File: src/rtl/pxu_pkg.sv
package pxu_pkg;
    parameter int WORD_W = 32;
    parameter int CH_W   = 8;
    parameter int IDX_W  = 8;

    typedef enum logic [2:0] {
        FMT_INDEX,
        FMT_565,
        FMT_555,
        FMT_888,
        FMT_666
    } pxu_fmt_e;
endpackage

File: src/rtl/pxu_ctrl.sv
module pxu_ctrl (
    input  logic clk,
    input  logic rst_n,
    input  logic in_valid,
    input  logic pix_en,
    input  logic last_pix,
    output logic in_ready,
    output logic load,
    output logic step
);
    typedef enum logic {ST_LOAD, ST_EMIT} st_e;
    st_e st_q, st_d;

    always_ff @(posedge clk) begin
        if (!rst_n) st_q <= ST_LOAD;
        else        st_q <= st_d;
    end

    always_comb begin
        st_d     = st_q;
        in_ready = 1'b0;
        load     = 1'b0;
        step     = 1'b0;
        unique case (st_q)
            ST_LOAD: begin
                in_ready = 1'b1;
                load     = in_valid;
                if (in_valid) st_d = ST_EMIT;
            end
            ST_EMIT: begin
                step = pix_en;
                if (pix_en && last_pix) st_d = ST_LOAD;
            end
        endcase
    end
endmodule

File: src/rtl/pxu_shift.sv
module pxu_shift
    import pxu_pkg::*;
#(
    parameter int W = WORD_W
) (
    input  logic           clk,
    input  logic           rst_n,
    input  logic           load,
    input  logic           step,
    input  logic [W-1:0]   in_word,
    input  logic [2:0]     cfg_depth,
    input  logic           cfg_555,
    input  logic           cfg_666,
    input  logic           cfg_msb_first,
    input  logic           cfg_byte_swap,
    output logic [W-1:0]   cur_raw,
    output pxu_fmt_e       cur_fmt,
    output logic           last_pix
);
    localparam int NB    = W / 8;
    localparam int CNT_W = $clog2(W) + 1;
    localparam logic [W-1:0] ONE_W = 1;

    logic [W-1:0]     swapped;
    logic [W-1:0]     word_q;
    logic [CNT_W-1:0] cnt_q;
    logic [CNT_W-1:0] bits_q;
    logic             msb_q;
    pxu_fmt_e         fmt_q;
    logic [2:0]       lg_in;
    pxu_fmt_e         fmt_in;

    for (genvar i = 0; i < NB; i++) begin : g_swap
        assign swapped[i*8 +: 8] = in_word[(NB-1-i)*8 +: 8];
    end

    always_comb begin
        if (cfg_depth <= 3'd3)      lg_in = cfg_depth;
        else if (cfg_depth == 3'd4) lg_in = 3'd4;
        else                        lg_in = 3'd5;

        if (cfg_depth <= 3'd3)      fmt_in = FMT_INDEX;
        else if (cfg_depth == 3'd4) fmt_in = cfg_555 ? FMT_555 : FMT_565;
        else                        fmt_in = cfg_666 ? FMT_666 : FMT_888;
    end

    always_ff @(posedge clk) begin
        if (!rst_n) begin
            word_q <= '0;
            cnt_q  <= '0;
            bits_q <= '0;
            msb_q  <= 1'b0;
            fmt_q  <= FMT_INDEX;
        end else if (load) begin
            word_q <= cfg_byte_swap ? swapped : in_word;
            cnt_q  <= CNT_W'(W >> lg_in);
            bits_q <= CNT_W'(1) << lg_in;
            msb_q  <= cfg_msb_first;
            fmt_q  <= fmt_in;
        end else if (step) begin
            word_q <= msb_q ? (word_q << bits_q) : (word_q >> bits_q);
            cnt_q  <= cnt_q - CNT_W'(1);
        end
    end

    always_comb begin
        if (msb_q) cur_raw = word_q >> (CNT_W'(W) - bits_q);
        else       cur_raw = word_q & ((ONE_W << bits_q) - ONE_W);
    end

    assign cur_fmt  = fmt_q;
    assign last_pix = (cnt_q == CNT_W'(1));
endmodule

File: src/rtl/pxu_fmt.sv
module pxu_fmt
    import pxu_pkg::*;
#(
    parameter int W  = WORD_W,
    parameter int CW = CH_W,
    parameter int IW = IDX_W
) (
    input  logic [W-1:0]  raw,
    input  pxu_fmt_e      fmt,
    output logic          is_index,
    output logic [IW-1:0] index,
    output logic [CW-1:0] r,
    output logic [CW-1:0] g,
    output logic [CW-1:0] b
);
    localparam int REP = $clog2(CW) + 1;

    function automatic logic [CW-1:0] widen(input logic [7:0] f, input int w);
        logic [CW-1:0] o;
        o = CW'(f) << (CW - w);
        for (int j = 0; j < REP; j++) o = o | (o >> (w << j));
        return o;
    endfunction

    always_comb begin
        is_index = 1'b0;
        index    = '0;
        r        = '0;
        g        = '0;
        b        = '0;
        unique case (fmt)
            FMT_INDEX: begin
                is_index = 1'b1;
                index    = raw[IW-1:0];
            end
            FMT_565: begin
                r = widen({3'b0, raw[15:11]}, 5);
                g = widen({2'b0, raw[10:5]}, 6);
                b = widen({3'b0, raw[4:0]}, 5);
            end
            FMT_555: begin
                r = widen({3'b0, raw[14:10]}, 5);
                g = widen({3'b0, raw[9:5]}, 5);
                b = widen({3'b0, raw[4:0]}, 5);
            end
            FMT_888: begin
                r = widen(raw[23:16], 8);
                g = widen(raw[15:8], 8);
                b = widen(raw[7:0], 8);
            end
            FMT_666: begin
                r = widen({2'b0, raw[21:16]}, 6);
                g = widen({2'b0, raw[13:8]}, 6);
                b = widen({2'b0, raw[5:0]}, 6);
            end
        endcase
    end
endmodule

File: src/rtl/pixel_unpacker.sv
module pixel_unpacker
    import pxu_pkg::*;
#(
    parameter int W  = WORD_W,
    parameter int CW = CH_W,
    parameter int IW = IDX_W
) (
    input  logic          clk,
    input  logic          rst_n,
    input  logic          in_valid,
    output logic          in_ready,
    input  logic [W-1:0]  in_word,
    input  logic [2:0]    cfg_depth,
    input  logic          cfg_555,
    input  logic          cfg_666,
    input  logic          cfg_msb_first,
    input  logic          cfg_byte_swap,
    input  logic          pix_en,
    output logic          pix_valid,
    output logic          pix_is_index,
    output logic [IW-1:0] pix_index,
    output logic [CW-1:0] pix_r,
    output logic [CW-1:0] pix_g,
    output logic [CW-1:0] pix_b
);
    logic          load, step, last_pix;
    logic [W-1:0]  cur_raw;
    pxu_fmt_e      cur_fmt;
    logic          f_is_index;
    logic [IW-1:0] f_index;
    logic [CW-1:0] f_r, f_g, f_b;

    pxu_ctrl u_ctrl (
        .clk      (clk),
        .rst_n    (rst_n),
        .in_valid (in_valid),
        .pix_en   (pix_en),
        .last_pix (last_pix),
        .in_ready (in_ready),
        .load     (load),
        .step     (step)
    );

    pxu_shift #(.W(W)) u_shift (
        .clk           (clk),
        .rst_n         (rst_n),
        .load          (load),
        .step          (step),
        .in_word       (in_word),
        .cfg_depth     (cfg_depth),
        .cfg_555       (cfg_555),
        .cfg_666       (cfg_666),
        .cfg_msb_first (cfg_msb_first),
        .cfg_byte_swap (cfg_byte_swap),
        .cur_raw       (cur_raw),
        .cur_fmt       (cur_fmt),
        .last_pix      (last_pix)
    );

    pxu_fmt #(.W(W), .CW(CW), .IW(IW)) u_fmt (
        .raw      (cur_raw),
        .fmt      (cur_fmt),
        .is_index (f_is_index),
        .index    (f_index),
        .r        (f_r),
        .g        (f_g),
        .b        (f_b)
    );

    always_ff @(posedge clk) begin
        if (!rst_n) begin
            pix_valid    <= 1'b0;
            pix_is_index <= 1'b0;
            pix_index    <= '0;
            pix_r        <= '0;
            pix_g        <= '0;
            pix_b        <= '0;
        end else begin
            pix_valid <= step;
            if (step) begin
                pix_is_index <= f_is_index;
                pix_index    <= f_index;
                pix_r        <= f_r;
                pix_g        <= f_g;
                pix_b        <= f_b;
            end
        end
    end
endmodule

File: config.mk
export PLATFORM = sky130hd
export DESIGN_NAME = pixel_unpacker
export DESIGN_NICKNAME = d
export VERILOG_FILES = /design/src/rtl/pxu_pkg.sv /design/src/rtl/pxu_ctrl.sv /design/src/rtl/pxu_shift.sv /design/src/rtl/pxu_fmt.sv /design/src/rtl/pixel_unpacker.sv
export SDC_FILE = /design/constraint.sdc
export NUM_CORES = 1
export LEC_CHECK = 0
export CAP_MARGIN = 40
export CORE_ASPECT_RATIO = 1.4
export CORE_MARGIN = 2
export CORE_UTILIZATION = 40
export CTS_CLUSTER_SIZE = 16
export DETAILED_ROUTE_END_ITERATION = 8
export DONT_BUFFER_PORTS = 1
export GPL_TIMING_DRIVEN = 0
export SLEW_MARGIN = 20
export SYNTH_ARGS = -nofsm -noshare
export SYNTH_HDL_FRONTEND = slang
export SYNTH_SLANG_ARGS = --single-unit
File: constraint.sdc
create_clock -name clk -period 5.7 [get_ports clk]
set_input_delay 1.14 -clock clk [delete_from_list [all_inputs] [get_ports clk]]
set_output_delay 1.14 -clock clk [all_outputs]
set_load 0.05 [all_outputs]
=== After elaboration in Yosys (flattened, before gate mapping) ===
Index checks and enable logic that the tools add are counted.

* Bits in registers: 83
* Input bits: 43
* Output and inout bits: 35
* Word-level logic and storage cells: 66

* Add/sub/neg operators: 3
* Order comparisons: 1
* Equal/unequal tests: 6
* Shift-type cells: 6
* Muxes and demuxes: 24
* Bitwise operators: 10
* Reductions and logical operators: 4

{| class="wikitable"
|+ Operator list
! operator !! count
|-
| 32-bit 2-to-1 mux || 4
|-
| 8-bit one-hot mux with 4 select lines || 2
|-
| 8-bit by 2-bit OR with 8-bit output || 4
|-
| 8-bit by 3-bit OR with 8-bit output || 4
|-
| 32-bit by 6-bit << shifter with 32-bit output || 1
|-
| 32-bit by 6-bit >> shifter with 24-bit output || 1
|-
| 32-bit by 6-bit >> shifter with 32-bit output || 1
|-
| 24-bit AND || 1
|-
| 24-bit 2-to-1 mux || 1
|-
| 8-bit one-hot mux with 3 select lines || 1
|-
| 1-bit by 6-bit << shifter with 24-bit output, first input constant || 1
|-
| 24-bit by 1-bit subtractor with 24-bit output, second input constant || 1
|-
| 3-bit 2-to-1 mux || 4
|-
| 6-bit 2-to-1 mux || 2
|-
| 8-bit 2-to-1 mux || 1
|-
| 1-bit 2-to-1 mux || 7
|-
| 3-bit by 2-bit equality test with 1-bit output, second input constant || 2
|-
| 3-bit equality test, second input constant || 2
|-
| 6-bit by 1-bit equality test with 1-bit output, second input constant || 1
|-
| 1-bit by 3-bit << shifter with 6-bit output, first input constant || 1
|-
| 6-bit by 3-bit >> shifter with 6-bit output, first input constant || 1
|-
| 6-bit by 1-bit subtractor with 6-bit output, second input constant || 1
|-
| 6-bit subtractor, first input constant || 1
|-
| 3-bit by 1-bit equality test with 1-bit output, second input constant || 1
|-
| 8 further kinds || 8
|}

=== Logic depth before layout (Yosys ltp) ===
* Word-level depth: 6
* Gate-level depth with buffers: 19
* Mapped depth without buffers: 13

=== Modules after synthesis ===
From an unflattened synthesis, not the netlist that was laid out.

* Cell total of the unflattened synthesis: 1553
* Area total of the unflattened synthesis: 11959.0 um2

{| class="wikitable"
|+ Modules (own cells, without submodules)
! module !! times used !! cells each !! area an instance (um2) !! sequential area each (um2)
|-
| pxu_shift || 1 || 1341 || 9924.5 || 960.9
|-
| pixel_unpacker || 1 || 108 || 1306.3 || 680.7
|-
| pxu_fmt || 1 || 98 || 673.1 || 0.0
|-
| pxu_ctrl || 1 || 6 || 55.1 || 20.0
|}

=== Least setup slack after synthesis ===
OpenSTA, ideal clock, no wires.

* Kind: reg-to-reg
* Start: register u_shift.bits_q[1]
* End: register pix_g[1]
* Setup time: 0.117 ns
* Data arrival time: 4.158 ns
* Data required time: 5.583 ns
* Setup slack: 1.425 ns
* Cell stages (with the launch flop): 18
* Buffers on the path: 4
* Period minus slack after synthesis: 4.275 ns
* Path through: dfxtp_1 buf_2 buf_1 clkbuf_1 inv_1 ha_1 ha_1 clkbuf_1 nand2_1 ha_1 nor2b_1 a32oi_1 or3b_1 a32o_1 a311oi_2 o211a_1 o221ai_1 a22o_1

* Word-level cells in the longest chain between the ends: 6
* Elaborated cells between the ends (all ways): 10
* Classes of those cells: 2 x add/sub; 2 x shift; 2 x mux; 4 x bitwise

{| class="wikitable"
|+ RTL lines
! what !! line !! source
|-
| from (decl) || pxu_shift.sv:27 || <nowiki>logic [CNT_W-1:0] bits_q;</nowiki>
|-
| from (signal assigned) || pxu_shift.sv:57 || <nowiki>bits_q <= CNT_W'(1) << lg_in;</nowiki>
|-
| parallel branches: the longest is 3 deep, another holds 6-bit subtractor || - ||
|-
| 24-bit 2-to-1 mux * || pxu_shift.sv:67 || <nowiki>if (msb_q) cur_raw = word_q >> (CNT_W'(W) - bits_q);</nowiki>
|-
| 8-bit by 2-bit OR with 8-bit output or 8-bit by 3-bit OR with 8-bit output (tied branches) || pxu_fmt.sv:21 || <nowiki>for (int j = 0; j < REP; j++) o = o | (o >> (w << j));</nowiki>
|-
| 8-bit one-hot mux with 4 select lines * || pxu_fmt.sv:31 || <nowiki>unique case (fmt)</nowiki>
|-
| to (signal assigned) || pixel_unpacker.sv:84 || <nowiki>pix_g <= f_g;</nowiki>
|-
| to (decl) || pixel_unpacker.sv:23 || <nowiki>output logic [CW-1:0] pix_g,</nowiki>
|}

Every way passes the cells marked *.
A chain may end at the register's enable or synchronous reset.

=== Worst setup path after layout ===
* Start: register u_shift.bits_q[2]
* End: register pix_g[2]

Same word-level chain as after synthesis.

==> reports/results.ini <==
[status]
status = complete, no violations

[grt]
grt_pass1_vias = 12300
antenna_found_initial = 6
grt_max_degree = 16
grt.overflow.total = 0
grt_usage_pct = 44.5
grt_pass1_wl_um = 88800

[yosys]
synth_cell_type_count = 91
yosys_most_used_dff = dfxtp_1
synth.largest_area_cell = mux4_2
ys_seq_elements = 83
syn_avg_cell_area_um2 = 8.13
mappedNetlistNets = 1378
syn_area_mm2 = 0.0108
yosys-top-cells-area = mux4_2, dfxtp_1, mux2i_1
synth_edf_count = 0
synthCells = 1326
ys_warn_count = 0
ys_seq_area_share_pct = 15.4
synth_top_area_share_pct = 16.5
synthArstFlopShare_pct = 0

[final_layout]
nFillCells = 2742
layout-drive-gt1-share_pct = 17.1
fin_util_pct = 43.8
layout.nets = 1399
final_cells = 1723
syn_to_final_growth_pct = 8.49

[worst_setup_path]
critical_path.slowest_cell = mux4_2
worstPathCellList = buf_2 -> buf_2 -> buf_2 -> inv_1 -> buf_2 -> buf_2 -> buf_2 -> ha_1 -> buf_2 -> buf_4 -> mux2_2 -> mux4_2 -> nand2_1 -> o221ai_1 -> a21oi_1 -> o22ai_1 -> o311a_1
worstPathArrival_ps = 5770
critPathTopFamily = buffers and inverters
critPathMaxStageDelay_ps = 480
cp.required_ps = 5960
crit_top_cell = buf_2
critPathKind = flip-flop to flip-flop
worstSetupStartpointType = flip-flop
cp-end-kind = flip-flop
crit_buf_inv = 9
crit_fanout = 10

[sta]
hold_viol = 0
finalSetupViolations = 0
finalCriticalPeriod_ps = 5520
maxSlewHeadroom_pct = 31.7
maxSlewViolCount = 0
finalCritPeriodShare_pct = 96.8
worst_slew_pin_slew_ps = 1030
fin_worst_skew_ps = 16.6
setup_slack_ps = 182
rsz0062_at_grt = false
fmax_ghz = 0.181

[routing]
totalWireLength_um = 63000
drc = 0
drt-initial-drc-count = 1658
wire_per_inst_um = 36.6
via_per_inst = 7.28
postRouteAntennaNets = 0
vias = 12600
first_pass_iters = 7

[floorplanning]
ios = 78
rows = 71
dieHeight_um = 198
coreArea_mm2 = 0.0267
die_w_um = 143
die-area_mm2 = 0.0283
initial_utilization_pct = 40.3

[cts]
clkTransAtPathRegs_ps = 80
clock_latency_ps = 370
postCtsSetupBuffers = 0
clock-root-buffer = clkbuf_16
cts_made_buffers = 9
clockBufferDepth = 2
cts_sinks = 83
cts_tree = yes
cts_hold_buf = 0
htree_levels = 3

[placed_design]
dp_cells = 1696
portBuffers = 0
pre_cts_ws_ps = -338
place_hpwl_um = 48300
globalplace.congestion = 1.07

[min_path]
hold_class = flip-flop to flip-flop

[run]
cap_violations = 0

[power]
p_leak_nw = 4.05
ir_drop_uv = 146
power_density_mw_per_mm2 = 202

[through the flow]
stage                     hold slack [ps]  setup TNS (ps)  total power [mW]  instance area [µm²]
final                                 493               0              2.37                11700
after detailed placement              473           -1670              1.64                11300
after CTS                             487               0              2.29                11600
after floorplan                       450               0              1.26                10800
after global placement                479           -1490              1.65                11200
after global routing                  514               0              2.41                11700
[synthesized netlist by cell type (29+ instances only)]
master,number
o21ai_0,65
clkbuf_1,85
nor2_1,151
nand2_1,128
buf_2,31
mux2i_1,94
dfxtp_1,83
nor3_1,29
mux2_2,56
mux4_2,79
a21oi_1,84
o221ai_1,36
[state kept, by name (all words and copies together), names as in the netlist]
name / count
pix_b: 8
pix_g: 8
pix_index: 8
pix_is_index: 1
pix_r: 8
pix_valid: 1
u_ctrl.st_q: 1
u_shift.bits_q: 6
u_shift.cnt_q: 6
u_shift.cur_fmt: 3
u_shift.msb_q: 1
u_shift.word_q: 32
[layout make-up]
type                            count  area, µm²  share of cell area (%)
Clock inverter                      6       71.3                   0.609
Sequential cell                    83       1660                    14.2
Antenna cell                        6       15.0                   0.128
Inverter                           23       86.3                   0.738
Buffer                            145        648                    5.54
Multi-Input combinational cell   1073       8410                    71.9
Timing Repair Buffer               12        111                   0.952
Clock buffer                       10        239                    2.04
Tap cell                          365        457                    3.90
[placed cells by master (no fill, tap or decap), types with 11 or more instances in the layout]
cell	count
a22oi_1	20
nor2b_1	16
o221ai_1	36
a21oi_1	83
and3_1	14
o22ai_1	14
inv_1	20
nor2_1	151
buf_2	33
mux2i_1	93
and2_1	15
o211ai_1	15
dfxtp_1	83
buf_1	18
nand3_1	19
a31oi_1	18
mux4_2	79
nand2_1	128
o21ai_0	65
clkbuf_1	83
a221oi_1	11
nand2b_1	16
nor3_1	29
mux2_2	56
[where the power goes]
part / internal, mW / switching, mW / total, mW
combinational: 0.350 / 0.679 / 1.03
clock: 0.357 / 0.299 / 0.656
sequential: 0.610 / 0.0705 / 0.681
total: 1.32 / 1.05 / 2.37
[metal layers]
layer | global-route usage (%) | vias to the layer above | share of wire (%)
li1 | - | 5122 | -
met1 | 49.7 | 6086 | 35
met2 | 69.6 | 994 | 45
met3 | 10.6 | 348 | 9.0
met4 | 40.3 | 2 | 11
met5 | 0 | - | 0.021
[worst paths after layout]
check / startpoint / to / slack (ps) / cells past startpoint
worst max-delay path: u_shift.bits_q[2] / pix_g[2] / 180 / 17
worst min-delay path: u_shift.cnt_q[3] / u_shift.cnt_q[3] / 490 / 2
worst min register to register: u_shift.cnt_q[3] / u_shift.cnt_q[3] / 490 / 2
worst max register to register: u_shift.bits_q[2] / pix_g[2] / 180 / 17
[worst reg2reg max path, stage by stage (launching register included)]
cell and delay (ps):
dfxtp_1 330, buf_2 260, buf_2 290, buf_2 310, inv_1 80, buf_2 240, buf_2 290, buf_2 310
ha_1 470, buf_2 310, buf_4 260, mux2_2 370, mux4_2 480, nand2_1 120, o221ai_1 310, a21oi_1 440
o22ai_1 170, o311a_1 370
[cells by family (layout without fill, tap and decap cells)]
kind of cell	Yosys count	in the layout	share of synthesized area [%]
xor+xnor	18	18	1.60
simple gates	443	443	19.6
other cells	0	6	0
fa+ha+maj	9	9	1.04
buf+inv	170	196	6.87
flops	83	83	15.4
mux	231	231	31.6
compound gates	372	372	24.0
[what timing repair did]
item / 4_1_cts / 5_1_grt
cloned: 0 / 0
gates resized for setup: 3 / 3
endpoints found under the setup margin: 17 / 9
(Power assumes the default switching activity.)
